[config.mk]
export PLATFORM = sky130hd
export DESIGN_NAME = twi_target_fe
export DESIGN_NICKNAME = d
export VERILOG_FILES = /design/src/rtl/twi_fe_pkg.sv /design/src/rtl/twi_line_sync.sv /design/src/rtl/twi_bus_cond.sv /design/src/rtl/twi_target_fe.sv
export SDC_FILE = /design/constraint.sdc
export NUM_CORES = 1
export LEC_CHECK = 0
export BUFFER_PORTS_ARGS = -buffer_cell sky130_fd_sc_hd__buf_4
export CORE_MARGIN = 2
export CORE_UTILIZATION = 60
export DETAILED_ROUTE_END_ITERATION = 7
export PLACE_DENSITY = 0.81
export SYNTH_ARGS = -nofsm -noshare
export SYNTH_HDL_FRONTEND = slang
export SYNTH_SLANG_ARGS = --single-unit
[constraint.sdc]
create_clock -name clk -period 4.6 [get_ports clk]
set_clock_uncertainty 0.15 [all_clocks]
set_input_delay 0.46 -clock clk [delete_from_list [all_inputs] [get_ports clk]]
set_output_delay 0.46 -clock clk [all_outputs]
set_load 0.005 [all_outputs]
[src/rtl/twi_fe_pkg.sv]
package twi_fe_pkg;
    localparam int BYTE_W = 8;
    localparam int ADDR_W = 7;

    typedef enum logic [2:0] {
        ST_IDLE,
        ST_ADDR,
        ST_ADDR_ACK,
        ST_WR_BYTE,
        ST_WR_ACK,
        ST_RD_BYTE,
        ST_RD_ACK
    } fe_state_t;
endpackage

[src/rtl/twi_line_sync.sv]
// Synchronises one bus line into the system clock and flags its edges.
module twi_line_sync #(
    parameter int STAGES = 2
) (
    input  logic clk,
    input  logic rst_n,
    input  logic line_i,
    output logic lvl_o,
    output logic rise_o,
    output logic fall_o
);
    logic [STAGES-1:0] chain;
    logic              prev;

    always_ff @(posedge clk or negedge rst_n) begin
        if (!rst_n) begin
            chain <= '1;
            prev  <= 1'b1;
        end else begin
            chain <= {chain[STAGES-2:0], line_i};
            prev  <= chain[STAGES-1];
        end
    end

    assign lvl_o  = chain[STAGES-1];
    assign rise_o = lvl_o & ~prev;
    assign fall_o = ~lvl_o & prev;
endmodule

[src/rtl/twi_bus_cond.sv]
// START / STOP recognition; a STOP inside the START's own SCL-high phase is dropped.
module twi_bus_cond (
    input  logic clk,
    input  logic rst_n,
    input  logic scl_lvl,
    input  logic scl_fall,
    input  logic sda_rise,
    input  logic sda_fall,
    output logic start_o,
    output logic stop_o
);
    logic fresh;   // still inside the SCL-high phase of the last START

    assign start_o = scl_lvl & sda_fall;
    assign stop_o  = scl_lvl & sda_rise & ~fresh;

    always_ff @(posedge clk or negedge rst_n) begin
        if (!rst_n)        fresh <= 1'b0;
        else if (start_o)  fresh <= 1'b1;
        else if (scl_fall) fresh <= 1'b0;
    end
endmodule

[src/rtl/twi_target_fe.sv]
module twi_target_fe
    import twi_fe_pkg::*;
#(
    parameter logic [5:0] OWN_HI      = 6'b011010,
    parameter int         WORD_BYTES  = 2,
    parameter int         SYNC_STAGES = 2
) (
    input  logic                         clk,
    input  logic                         rst_n,
    input  logic                         scl_i,
    input  logic                         sda_i,
    input  logic                         adr_sel_i,
    input  logic [WORD_BYTES*BYTE_W-1:0] rd_word_i,
    output logic                         sda_pull_o,
    output logic [WORD_BYTES*BYTE_W-1:0] wr_word_o,
    output logic                         wr_commit_o
);
    localparam int WORD_W = WORD_BYTES * BYTE_W;
    localparam int IDX_W  = (WORD_BYTES > 1) ? $clog2(WORD_BYTES) : 1;
    localparam int CNT_W  = 4;

    logic scl_lvl, scl_rise, scl_fall;
    logic sda_lvl, sda_rise, sda_fall;
    logic start_ev, stop_ev;

    twi_line_sync #(.STAGES(SYNC_STAGES)) u_scl_sync (
        .clk(clk), .rst_n(rst_n), .line_i(scl_i),
        .lvl_o(scl_lvl), .rise_o(scl_rise), .fall_o(scl_fall)
    );
    twi_line_sync #(.STAGES(SYNC_STAGES)) u_sda_sync (
        .clk(clk), .rst_n(rst_n), .line_i(sda_i),
        .lvl_o(sda_lvl), .rise_o(sda_rise), .fall_o(sda_fall)
    );
    twi_bus_cond u_cond (
        .clk(clk), .rst_n(rst_n), .scl_lvl(scl_lvl), .scl_fall(scl_fall),
        .sda_rise(sda_rise), .sda_fall(sda_fall),
        .start_o(start_ev), .stop_o(stop_ev)
    );

    fe_state_t          state, nxt;
    logic [CNT_W-1:0]   cnt;
    logic [BYTE_W-1:0]  rx_sh;
    logic [WORD_W-1:0]  tx_sh;
    logic [WORD_W-1:0]  hold;
    logic [IDX_W-1:0]   bidx;
    logic               rw;
    logic [BYTE_W-1:0]  own_addr;
    logic               addr_miss, gc_hit, last_b;

    // Padded so that bit index 7-cnt selects A6 for cnt=0 down to A0 for cnt=6.
    assign own_addr  = {OWN_HI, adr_sel_i, 1'b0};
    assign addr_miss = (cnt < 4'd7) && (sda_lvl != own_addr[3'd7 - cnt[2:0]]);
    assign gc_hit    = (cnt == 4'd7) && (rx_sh[ADDR_W-1:0] == '0);
    assign last_b    = (bidx == IDX_W'(WORD_BYTES - 1));

    // Next-state logic
    always_comb begin
        nxt = state;
        if (start_ev) begin
            nxt = ST_ADDR;
        end else if (stop_ev) begin
            nxt = ST_IDLE;
        end else begin
            unique case (state)
                ST_IDLE:     nxt = ST_IDLE;
                ST_ADDR: begin
                    if (scl_rise && (addr_miss || gc_hit))  nxt = ST_IDLE;
                    else if (scl_fall && cnt == 4'd8)       nxt = ST_ADDR_ACK;
                end
                ST_ADDR_ACK: if (scl_fall) nxt = rw ? ST_RD_BYTE : ST_WR_BYTE;
                ST_WR_BYTE:  if (scl_fall && cnt == 4'd8) nxt = ST_WR_ACK;
                ST_WR_ACK:   if (scl_fall) nxt = ST_WR_BYTE;
                ST_RD_BYTE:  if (scl_fall && cnt == 4'd8) nxt = ST_RD_ACK;
                ST_RD_ACK: begin
                    if (scl_rise && (sda_lvl || last_b)) nxt = ST_IDLE;
                    else if (scl_fall)                   nxt = ST_RD_BYTE;
                end
                default:     nxt = ST_IDLE;
            endcase
        end
    end

    // State register
    always_ff @(posedge clk or negedge rst_n) begin
        if (!rst_n) state <= ST_IDLE;
        else        state <= nxt;
    end

    // Datapath and outputs
    always_ff @(posedge clk or negedge rst_n) begin
        if (!rst_n) begin
            cnt         <= '0;
            rx_sh       <= '0;
            tx_sh       <= '0;
            hold        <= '0;
            bidx        <= '0;
            rw          <= 1'b0;
            sda_pull_o  <= 1'b0;
            wr_word_o   <= '0;
            wr_commit_o <= 1'b0;
        end else begin
            wr_commit_o <= 1'b0;
            if (start_ev) begin
                cnt        <= '0;
                bidx       <= '0;
                sda_pull_o <= 1'b0;
            end else if (stop_ev) begin
                sda_pull_o <= 1'b0;
            end else begin
                unique case (state)
                    ST_ADDR: begin
                        if (scl_rise) begin
                            rx_sh <= {rx_sh[BYTE_W-2:0], sda_lvl};
                            cnt   <= cnt + 4'd1;
                            if (cnt == 4'd7) rw <= sda_lvl;
                        end else if (scl_fall && cnt == 4'd8) begin
                            sda_pull_o <= 1'b1;
                            cnt        <= '0;
                            bidx       <= '0;
                            tx_sh      <= rd_word_i;
                        end
                    end
                    ST_ADDR_ACK: begin
                        if (scl_fall) begin
                            if (rw) begin
                                sda_pull_o <= ~tx_sh[WORD_W-1];
                                tx_sh      <= tx_sh << 1;
                                cnt        <= 4'd1;
                            end else begin
                                sda_pull_o <= 1'b0;
                                cnt        <= '0;
                            end
                        end
                    end
                    ST_WR_BYTE: begin
                        if (scl_rise) begin
                            rx_sh <= {rx_sh[BYTE_W-2:0], sda_lvl};
                            cnt   <= cnt + 4'd1;
                        end else if (scl_fall && cnt == 4'd8) begin
                            sda_pull_o <= 1'b1;
                            hold       <= (hold << BYTE_W) | WORD_W'(rx_sh);
                            cnt        <= '0;
                        end
                    end
                    ST_WR_ACK: begin
                        if (scl_fall) begin
                            sda_pull_o <= 1'b0;
                            if (last_b) begin
                                wr_word_o   <= hold;
                                wr_commit_o <= 1'b1;
                                bidx        <= '0;
                            end else begin
                                bidx <= bidx + IDX_W'(1);
                            end
                        end
                    end
                    ST_RD_BYTE: begin
                        if (scl_fall) begin
                            if (cnt == 4'd8) begin
                                sda_pull_o <= 1'b0;
                            end else begin
                                sda_pull_o <= ~tx_sh[WORD_W-1];
                                tx_sh      <= tx_sh << 1;
                                cnt        <= cnt + 4'd1;
                            end
                        end
                    end
                    ST_RD_ACK: begin
                        if (scl_fall) begin
                            sda_pull_o <= ~tx_sh[WORD_W-1];
                            tx_sh      <= tx_sh << 1;
                            cnt        <= 4'd1;
                            bidx       <= bidx + IDX_W'(1);
                        end
                    end
                    default: ;
                endcase
            end
        end
    end

    // Acknowledge clocks hold SDA low
    assert_ack_drive_R3: assert property (@(posedge clk) disable iff (!rst_n)
        (state == ST_ADDR_ACK || state == ST_WR_ACK) |-> sda_pull_o);

    // Gated state never drives the bus
    assert_idle_quiet_R4: assert property (@(posedge clk) disable iff (!rst_n)
        (state == ST_IDLE) |-> !sda_pull_o);

    // An honoured STOP always parks the controller
    assert_stop_idles_R5: assert property (@(posedge clk) disable iff (!rst_n)
        stop_ev |=> (state == ST_IDLE));

    // Commit strobe only follows an SCL falling edge
    assert_commit_on_fall_R8: assert property (@(posedge clk) disable iff (!rst_n)
        wr_commit_o |-> $past(scl_fall));

    // Controller acknowledge clock of a read: SDA released
    assert_rd_release_R10: assert property (@(posedge clk) disable iff (!rst_n)
        (state == ST_RD_ACK) |-> !sda_pull_o);

    // No SDA change while SCL stays high
    assert_pull_steady_R12: assert property (@(posedge clk) disable iff (!rst_n)
        (scl_lvl && $past(scl_lvl)) |-> $stable(sda_pull_o));
endmodule

==> results.cfg, run 1 <==
[status]
outcome = finished clean

[detailed_routing]
dr.first_iter.drc_count = 206
wl_per_cell_um = 15.3
vias = 2445
first_pass_iters = 4
ant_nets = 0
finalWirelength_um = 6630
via_per_inst = 5.63
drc = 0

[logic_synthesis]
ys_seq_elements = 74
synth.area.top_cells = dfrtp_1 50%, nand2_1 9.2%, mux2_2 8.0%, mux2i_1 5.0%, dfstp_2 4.7%
synth_xor_area_share_pct = 0.259
synth_edf_count = 0
netlist_area_um2 = 3380
synthDistinctLibCells = 47
synth_top_area_share_pct = 50.4
ys_seq_area_share_pct = 55.0
syn_inst = 322
synth_top_family_by_area = simple AND/OR/NAND/NOR gates
ys.flop_type = dfrtp_1
yosys.area_share.adder_pct = 1.04
syn_nets = 345
synth_commonest_cells = 83 x nand2_1, 68 x dfrtp_1, 28 x o21ai_0, 24 x mux2_2, 17 x mux2i_1
synth_top_cell_by_area = dfrtp_1
synth.mux.area_fraction_pct = 13.0
ys_warn_count = 0
ys_async_sr_fraction_pct = 100
avgSynthCellArea_um2 = 10.5
synth.most_common_cell = nand2_1
synth-compound-area-share_pct = 9.85
yosys.area_share.simple_pct = 17.8

[layout]
instances_no_fill = 434
syn_to_final_growth_pct = 15.0
fin_util_pct = 71.0
fillers = 408
drive_gt1_share_pct = 26.8
diodes = 0
nNetsFinal = 380

[global_routing]
gr-total-overflow = 0
grt_pass1_vias = 2465
antenna_found_initial = 0
grt_usage_pct = 23.5
grt_pass1_wl_um = 11500
grt_max_degree = 75

[placed_design]
port_buffers = 38
place_congestion = 0.946
dp_slack_ns = 2.11
dp_cells = 418
hpwlAfterDp_um = 4550

[timing]
period_needed_ns = 2.51
max_freq_mhz = 398
setup_slack_ns = 2.09
fin_crit_sh_pct = 54.6
tns_ns = 0
finalHoldViolCount = 0
relSlewSlack_pct = 25.9
worstMarginPinSlew_ns = 1.11
final-setup-viol-count = 0
grt_setup_unrepaired = false
slew_viol_final = 0

[clock_network]
cts_setup_buffers = 0
cts_buffer_depth = 2
hold_buffers = 0
htree_levels = 3
clkSinkCount = 74
cts_tree = done
numCtsBuffers = 9
worstSkewPairLatency_ns = 0.35
cts-root-buf = clkbuf_8
cts_resized = 0
cts.clk_slew.worst_paths_ns = 0.08

[job]
maxCapViolations = 0

[die]
io_pins = 39
row_count = 27
start_util_pct = 61.8
dieArea_um2 = 6250
die_h_um = 79.1
die_w_um = 79.1
fp.coreArea_um2 = 5470

[pwr]
powerDensity_nw_per_um2 = 458
ir_drop_mv = 0.441
leakagePower_nw = 1.99

[setup_path]
cp-start-kind = flip-flop
crit_arrival_ns = 2.60
critical_path_class = reg -> reg
required_ns = 4.69
endpoint_kind = flip-flop
max_stage_delay_ns = 0.43
cp_slowest_cell = dfrtp_1
crit_chain = inv_1 > ha_1 > nor2b_2 > a31oi_2 > mux2i_1 > o41ai_2 > o21ai_1 > a21boi_2 > a32o_1
r2r_slack_ns = 2.09
crit_fanout = 5

[worst_hold_path]
min_path_type = in -> reg
-- cell usage in the layout (no fill, tap or decap), drive strengths merged, types with 2 or more instances in the layout --
cell	Yosys	layout
a21oi	10	10
o211ai	3	3
dfstp	6	6
buf	6	38
mux2i	17	17
and3	2	2
nor2	10	10
o21ai	29	29
mux2	24	24
ha	2	2
nand3b	2	2
nand3	6	6
nand2	83	83
nor2b	6	6
and3b	2	2
clkbuf	8	9
dfrtp	68	68
nand2b	7	7
o31ai	3	3
or3	2	2
nor3	2	2
inv	7	10
nor4	3	3
clkinv	0	2
-- per-stage QoR --
step | total power, mW | hold slack [ns] | area (µm²)
6_report | 1.78 | 0.0719 | 3890
4_1_cts | 1.79 | 0.0637 | 3890
5_1_grt | 1.89 | 0.0565 | 3890
2_1_floorplan | 1.16 | 0.0144 | 3380
3_3_place_gp | 1.25 | 0.197 | 3680
3_5_place_dp | 1.27 | 0.200 | 3680
-- flip-flops by register name, indices dropped and copies added, names as in the netlist --
name / flops
sda_pull_o: 1
tx_sh: 16
cnt: 4
wr_word_o: 16
rw: 1
state: 3
u_sda_sync.chain: 2
rx_sh: 8
hold: 16
u_scl_sync.chain: 2
u_sda_sync.prev: 1
u_scl_sync.prev: 1
wr_commit_o: 1
bidx: 1
u_cond.fresh: 1
-- power breakdown --
part           switching, mW  leakage [nW]  internal [mW]  total, mW
registers              0.120         0.931          0.769      0.889
logic                  0.190         0.959          0.177      0.366
clock network          0.266         0.102          0.260      0.526
-- cell families after synthesis --
family                   count (synthesis)
buffers and inverters                   21
adder cells (fa/ha/maj)                  3
AO/OA/AOI/OAI                           53
multiplexers                            41
flip-flops                              74
XOR/XNOR                                 1
AND/OR/NAND/NOR                        129
-- per-layer routing --
layer	track usage, %	vias to the layer above	routed length, µm
li1	-	1171	-
met1	32.6	1197	3080
met2	36.1	71	3180
met3	5.68	6	323
met4	9.14	0	46
met5	0	-	0
-- final timing paths --
kind                                                     from                             to  depth (start not counted)
min in group asynchronous                               rst_n           state[0]$_DFFE_PN0P_                          1
worst min register to register  u_sda_sync.chain[0]$_DFF_PN1_  u_sda_sync.chain[1]$_DFF_PN1_                          0
max in group asynchronous                               rst_n             cnt[3]$_DFFE_PN0P_                          1
worst min-delay path                                    sda_i  u_sda_sync.chain[0]$_DFF_PN1_                          1
worst max-delay path                       cnt[0]$_DFFE_PN0P_           state[2]$_DFFE_PN0P_                          9
worst max register to register             cnt[0]$_DFFE_PN0P_           state[2]$_DFFE_PN0P_                          9
-- area by class of cell --
cell class | instances | area [µm²] | area share [%]
Tap cell | 72 | 90.1 | 2.32
Clock buffer | 9 | 124 | 3.19
Clock inverter | 7 | 83.8 | 2.16
Multi-Input combinational cell | 227 | 1420 | 36.5
Sequential cell | 74 | 1860 | 47.8
Timing Repair Buffer | 38 | 285 | 7.34
Inverter | 7 | 26.3 | 0.676
-- worst max-delay path, delay by kind of cell, from the launching register on --
| family | cells | cell delay, ns |
|---|---|---|
| AO/OA/AOI/OAI | 5 | 1.15 |
| flip-flops | 1 | 0.43 |
| buffers and inverters | 1 | 0.09 |
| AND/OR/NAND/NOR | 1 | 0.16 |
| adder cells (fa/ha/maj) | 1 | 0.31 |
| multiplexers | 1 | 0.11 |
No activity file was read; power rests on OpenSTA's default activity.
==> run 2: changes to the inputs <==
CORE_UTILIZATION = 52   (was 60)
PLACE_DENSITY = 0.74   (was 0.81)
clock period = 2.07 ns   (was 4.6 ns; I/O delays follow)
==> results.cfg, run 2 (synthesis gave the netlist of run 1 again) <==
[status]
outcome = complete, but fails checks
violations = negative setup slack

[clock_network]
cts_tree = done
cts_buffer_depth = 2
worstSkewPairLatency_ns = 0.35
cts.clk_slew.worst_paths_ns = 0.08
clkSinkCount = 74
numCtsBuffers = 9
cts-root-buf = clkbuf_8
htree_levels = 3

[timing]
period_needed_ns = 2.25
tns_ns = -0.437
grt_setup_unrepaired = true
slew_viol_final = 0
relSlewSlack_pct = 65.5
max_freq_mhz = 444
final-setup-viol-count = 3
worstMarginPinSlew_ns = 0.513
finalHoldViolCount = 0
fin_crit_sh_pct = 109
setup_slack_ns = -0.182

[setup_path]
cp_slowest_cell = dfrtp_1
critical_path_class = reg -> reg
max_stage_delay_ns = 0.39
crit_chain = inv_2 > ha_4 > nor2b_4 > a31oi_2 > mux2i_1 > o41ai_2 > o21ai_1 > a21boi_4 > a32o_1
cp-start-kind = flip-flop
crit_arrival_ns = 2.35
crit_family = compound AO/OA/AOI/OAI gates
crit_fanout = 3
endpoint_kind = flip-flop
crit_buf_inv = 1
required_ns = 2.16

[job]
maxCapViolations = 0

[detailed_routing]
first_pass_iters = 4
finalWirelength_um = 7100
wl_per_cell_um = 14.7
via_per_inst = 5.33
ant_nets = 0
drc = 0
vias = 2582
dr.first_iter.drc_count = 153

[layout]
drive_gt1_share_pct = 34.2
diodes = 0
reg.largest.list = hold: 16 flops, tx_sh: 16 flops, wr_word_o: 16 flops
nNetsFinal = 425
instances_no_fill = 484
syn_to_final_growth_pct = 28.3
fin_util_pct = 68.7
final_cell_mix = 83 x nand2_1, 68 x buf_4, 67 x dfrtp_1
mostFrequentLayoutCell = nand2_1

[global_routing]
grt_max_degree = 75
grt_use_met1_pct = 28.2
grt_usage_pct = 22.3
gr-total-overflow = 0
grt.busiest_layer = met2
grt_pass1_wl_um = 12500
antenna_found_initial = 0
grtUsageMet3_pct = 6.29
grt_pass1_vias = 2724
globalRouteMet2Util_pct = 35.7

[pwr]
ir_drop_mv = 0.681
finalPower_mw = 4.23
leakagePower_nw = 2.22
powerDensity_nw_per_um2 = 976

[placed_design]
place_congestion = 0.930
dp_cells = 455
hpwlAfterDp_um = 4780
dp_slack_ns = -0.199
port_buffers = 38

[die]
io_pins = 39
start_util_pct = 53.5
die_h_um = 84.6
fp.coreArea_um2 = 6310
row_count = 29
die_w_um = 84.6
dieArea_um2 = 7160

[worst_hold_path]
min_path_type = in -> reg
-- run 2: worst paths after layout --
kind / startpoint / end / slack (ns) / cells past startpoint
min reg2reg: u_sda_sync.chain[0]$_DFF_PN1_ / u_sda_sync.chain[1]$_DFF_PN1_ / 0.22 / 0
min: rd_word_i[10] / tx_sh[10]$_DFFE_PN0P_ / 0.004 / 3
min in group asynchronous: rst_n / tx_sh[2]$_DFFE_PN0P_ / 0.24 / 3
max: cnt[0]$_DFFE_PN0P_ / state[2]$_DFFE_PN0P_ / -0.18 / 9
max reg2reg: cnt[0]$_DFFE_PN0P_ / state[2]$_DFFE_PN0P_ / -0.18 / 9
max in group asynchronous: rst_n / u_sda_sync.chain[0]$_DFF_PN1_ / 1.18 / 3
-- run 2: timing repair --
item	4_1_cts	5_1_grt
setup endpoints to repair	3	39
cloned	0	0
buffers inserted	0	1
endpoints found under the hold margin	79	0
hold buffers	12	0
gates resized for setup	3	7
pin swaps	3	1
-- run 2: worst register-to-register path: stages, from the launching register on --
cell      delay, ns
dfrtp_1        0.39
inv_2          0.08
ha_4           0.20
nor2b_4        0.12
a31oi_2        0.16
mux2i_1        0.12
o41ai_2        0.39
o21ai_1        0.16
a21boi_4       0.17
a32o_1         0.21
-- run 2: final cells by class --
cell class	count	area (µm²)
Fill cell	493	1980
Sequential cell	74	1860
Multi-Input combinational cell	227	1470
Timing Repair Buffer	83	691
Clock buffer	10	128
Tap cell	77	96.3
Clock inverter	6	66.3
Inverter	7	26.3
-- run 2: stage by stage --
| stage | hold slack (ns) | cell area, µm² |
|---|---|---|
| after CTS | 0.00151 | 4310 |
| after floorplan | -0.239 | 3400 |
| final | 0.00424 | 4340 |
| after global routing | 0.0167 | 4340 |
| after global placement | 0.0954 | 3980 |
| after detailed placement | 0.0967 | 3980 |
-- run 2: layer usage --
metal / vias up / part of all wire, %
met5: - / 0
li1: 1262 / -
met3: 17 / 4.9
met4: 0 / 2.3
met2: 67 / 48
met1: 1236 / 45
-- run 2: report_power, final --
| group | total, mW | switching, mW | internal [mW] |
|---|---|---|---|
| logic | 1.22 | 0.582 | 0.640 |
| registers | 1.90 | 0.190 | 1.71 |
| clock network | 1.11 | 0.549 | 0.561 |
==> run 3: changes to the inputs <==
PLACE_DENSITY = not set   (was 0.74)
PLACE_DENSITY_LB_ADDON = 0.08   (was not set)
==> results.cfg, run 3 (synthesis gave the netlist of run 1 again) <==
[timing]
slew_viol_final = 0
fin_crit_sh_pct = 105
max_freq_mhz = 458
relSlewSlack_pct = 68.3
period_needed_ns = 2.18
worst_hold_slack_ns = 0.0193
finalHoldViolCount = 0
worstMarginPinSlew_ns = 0.470
setup_slack_ns = -0.111
grt_setup_unrepaired = true
final-setup-viol-count = 3

[detailed_routing]
finalWirelength_um = 6920
dr.first_iter.drc_count = 137
via_per_inst = 5.32
drc = 0
ant_nets = 0
wl_per_cell_um = 14.5
first_pass_iters = 4
vias = 2532

[layout]
fillers = 509
multiInputGateArea_um2 = 1460
diodes = 0
mostFrequentLayoutCell = nand2_1
drive_gt1_share_pct = 34.6
ff_latch_area_um2 = 1860
reg.largest.list = hold: 16 flops, tx_sh: 16 flops, wr_word_o: 16 flops
final_cell_mix = 83 x nand2_1, 67 x dfrtp_1, 67 x buf_4
fin_util_pct = 67.8
syn_to_final_growth_pct = 26.7
instances_no_fill = 476
nNetsFinal = 418

[pwr]
ir_drop_mv = 0.675
switchingPower_mw = 1.30
leakagePower_nw = 2.19
finalPower_mw = 4.31
p_int_mw = 3.01
p_clk_share_pct = 28.4
powerDensity_nw_per_um2 = 1010
p_comb_share_pct = 27.6
p_seq_share_pct = 44.0
swShare_pct = 30.1

[global_routing]
grt_pass1_wl_um = 11800
antenna_found_initial = 0
grt_usage_pct = 20.8
gr-total-overflow = 0
grt_max_degree = 41
grt_pass1_vias = 2515

[clock_network]
clkSinkCount = 74
cts_buffer_depth = 2
htree_levels = 3
numCtsBuffers = 9
worstSkewPairLatency_ns = 0.34
cts.clk_slew.worst_paths_ns = 0.08
cts-root-buf = clkbuf_8
cts_tree = done

[job]
maxCapViolations = 0

[status]
outcome = complete, but fails checks
violations = negative setup slack

[setup_path]
cp_slowest_cell = dfrtp_1
crit_family = compound AO/OA/AOI/OAI gates
critical_path_class = reg -> reg
crit_chain = inv_2 > ha_4 > nor2b_4 > a31oi_2 > mux2i_1 > o41ai_2 > o21ai_1 > buf_4 > nand2_1 > a32o_1
max_stage_delay_ns = 0.40
required_ns = 2.15
cp-start-kind = flip-flop
crit_fanout = 2
crit_buf_inv = 2
crit_arrival_ns = 2.27
endpoint_kind = flip-flop

[placed_design]
place_congestion = 0.836
hpwlAfterDp_um = 4810
port_buffers = 38
dp_cells = 451

[die]
row_count = 29
die_h_um = 84.6
dieArea_um2 = 7160
fp.coreArea_um2 = 6310
io_pins = 39
start_util_pct = 53.5
die_w_um = 84.6

[worst_hold_path]
min_path_type = in -> reg
run 3: changes by cell type in the layout (fill, tap and decap cells not counted), sizes merged:
cell | previous run | this run
dlygate4sd3 | 12 | 6
clkinv | 4 | 2
buf | 71 | 70
bufinv | 1 | 2
clkbuf | 10 | 9
clkinvlp | 0 | 1
run 3: final timing paths:
kind | start | slack, ns | endpoint | cells after the start
max reg2reg | cnt[0]$_DFFE_PN0P_ | -0.11 | state[2]$_DFFE_PN0P_ | 10
max | cnt[0]$_DFFE_PN0P_ | -0.11 | state[2]$_DFFE_PN0P_ | 10
min in group asynchronous | rst_n | 0.21 | tx_sh[15]$_DFFE_PN0P_ | 2
min | rd_word_i[8] | 0.02 | tx_sh[8]$_DFFE_PN0P_ | 3
max in group asynchronous | rst_n | 0.99 | cnt[2]$_DFFE_PN0P_ | 3
min reg2reg | u_scl_sync.chain[0]$_DFF_PN1_ | 0.21 | u_scl_sync.chain[1]$_DFF_PN1_ | 0
run 3: per-layer routing:
metal	part of all wire (%)	vias up	wire length, µm	track usage, %
met5	0	-	0	0
li1	-	1252	-	-
met3	3.2	12	224	4.42
met4	1.5	0	103	8.23
met2	46	39	3150	31.7
met1	50	1229	3440	29.4
run 3: through the flow:
stage	TNS [ns]	setup WS, ns	cell area (µm²)
after floorplan	-0.154	-0.0997	3400
after global placement	-0.0791	-0.0608	3950
after detailed placement	-0.243	-0.0938	3950
after CTS	-0.172	-0.0743	4250
after global routing	-0.418	-0.165	4280
final	-0.252	-0.111	4280
run 3: power by group through the flow:
stage / Clock [mW] / Combinational, mW / Sequential, mW
final: 1.22 / 1.19 / 1.90
after global routing: 1.30 / 1.32 / 1.93
after global placement: 0 / 1.08 / 1.91
after floorplan: 0 / 0.738 / 1.87
after detailed placement: 0 / 1.13 / 1.92
after CTS: 1.25 / 1.17 / 1.89
run 3: cell type report:
cell class / count / area share, %
Timing Repair Buffer: 76 / 14.5
Tap cell: 77 / 2.25
Multi-Input combinational cell: 227 / 34.2
Clock buffer: 9 / 2.89
Clock inverter: 6 / 2.10
Sequential cell: 74 / 43.4
Inverter: 7 / 0.613
run 3: repair_timing:
item                                    in CTS  in global routing
pin swaps                                    2                  2
resized for setup                            3                  6
endpoints found under the hold margin       33                  0
hold buffers                                 6                  0
endpoints found under the setup margin       3                 31
setup buffers                                1                  3
run 3: worst min-delay path, delay by kind of cell:
| family | cells | cell delay [ns] |
|---|---|---|
| compound gates | 1 | 0.13 |
| mux | 1 | 0.05 |
| buf+inv | 1 | 0.08 |
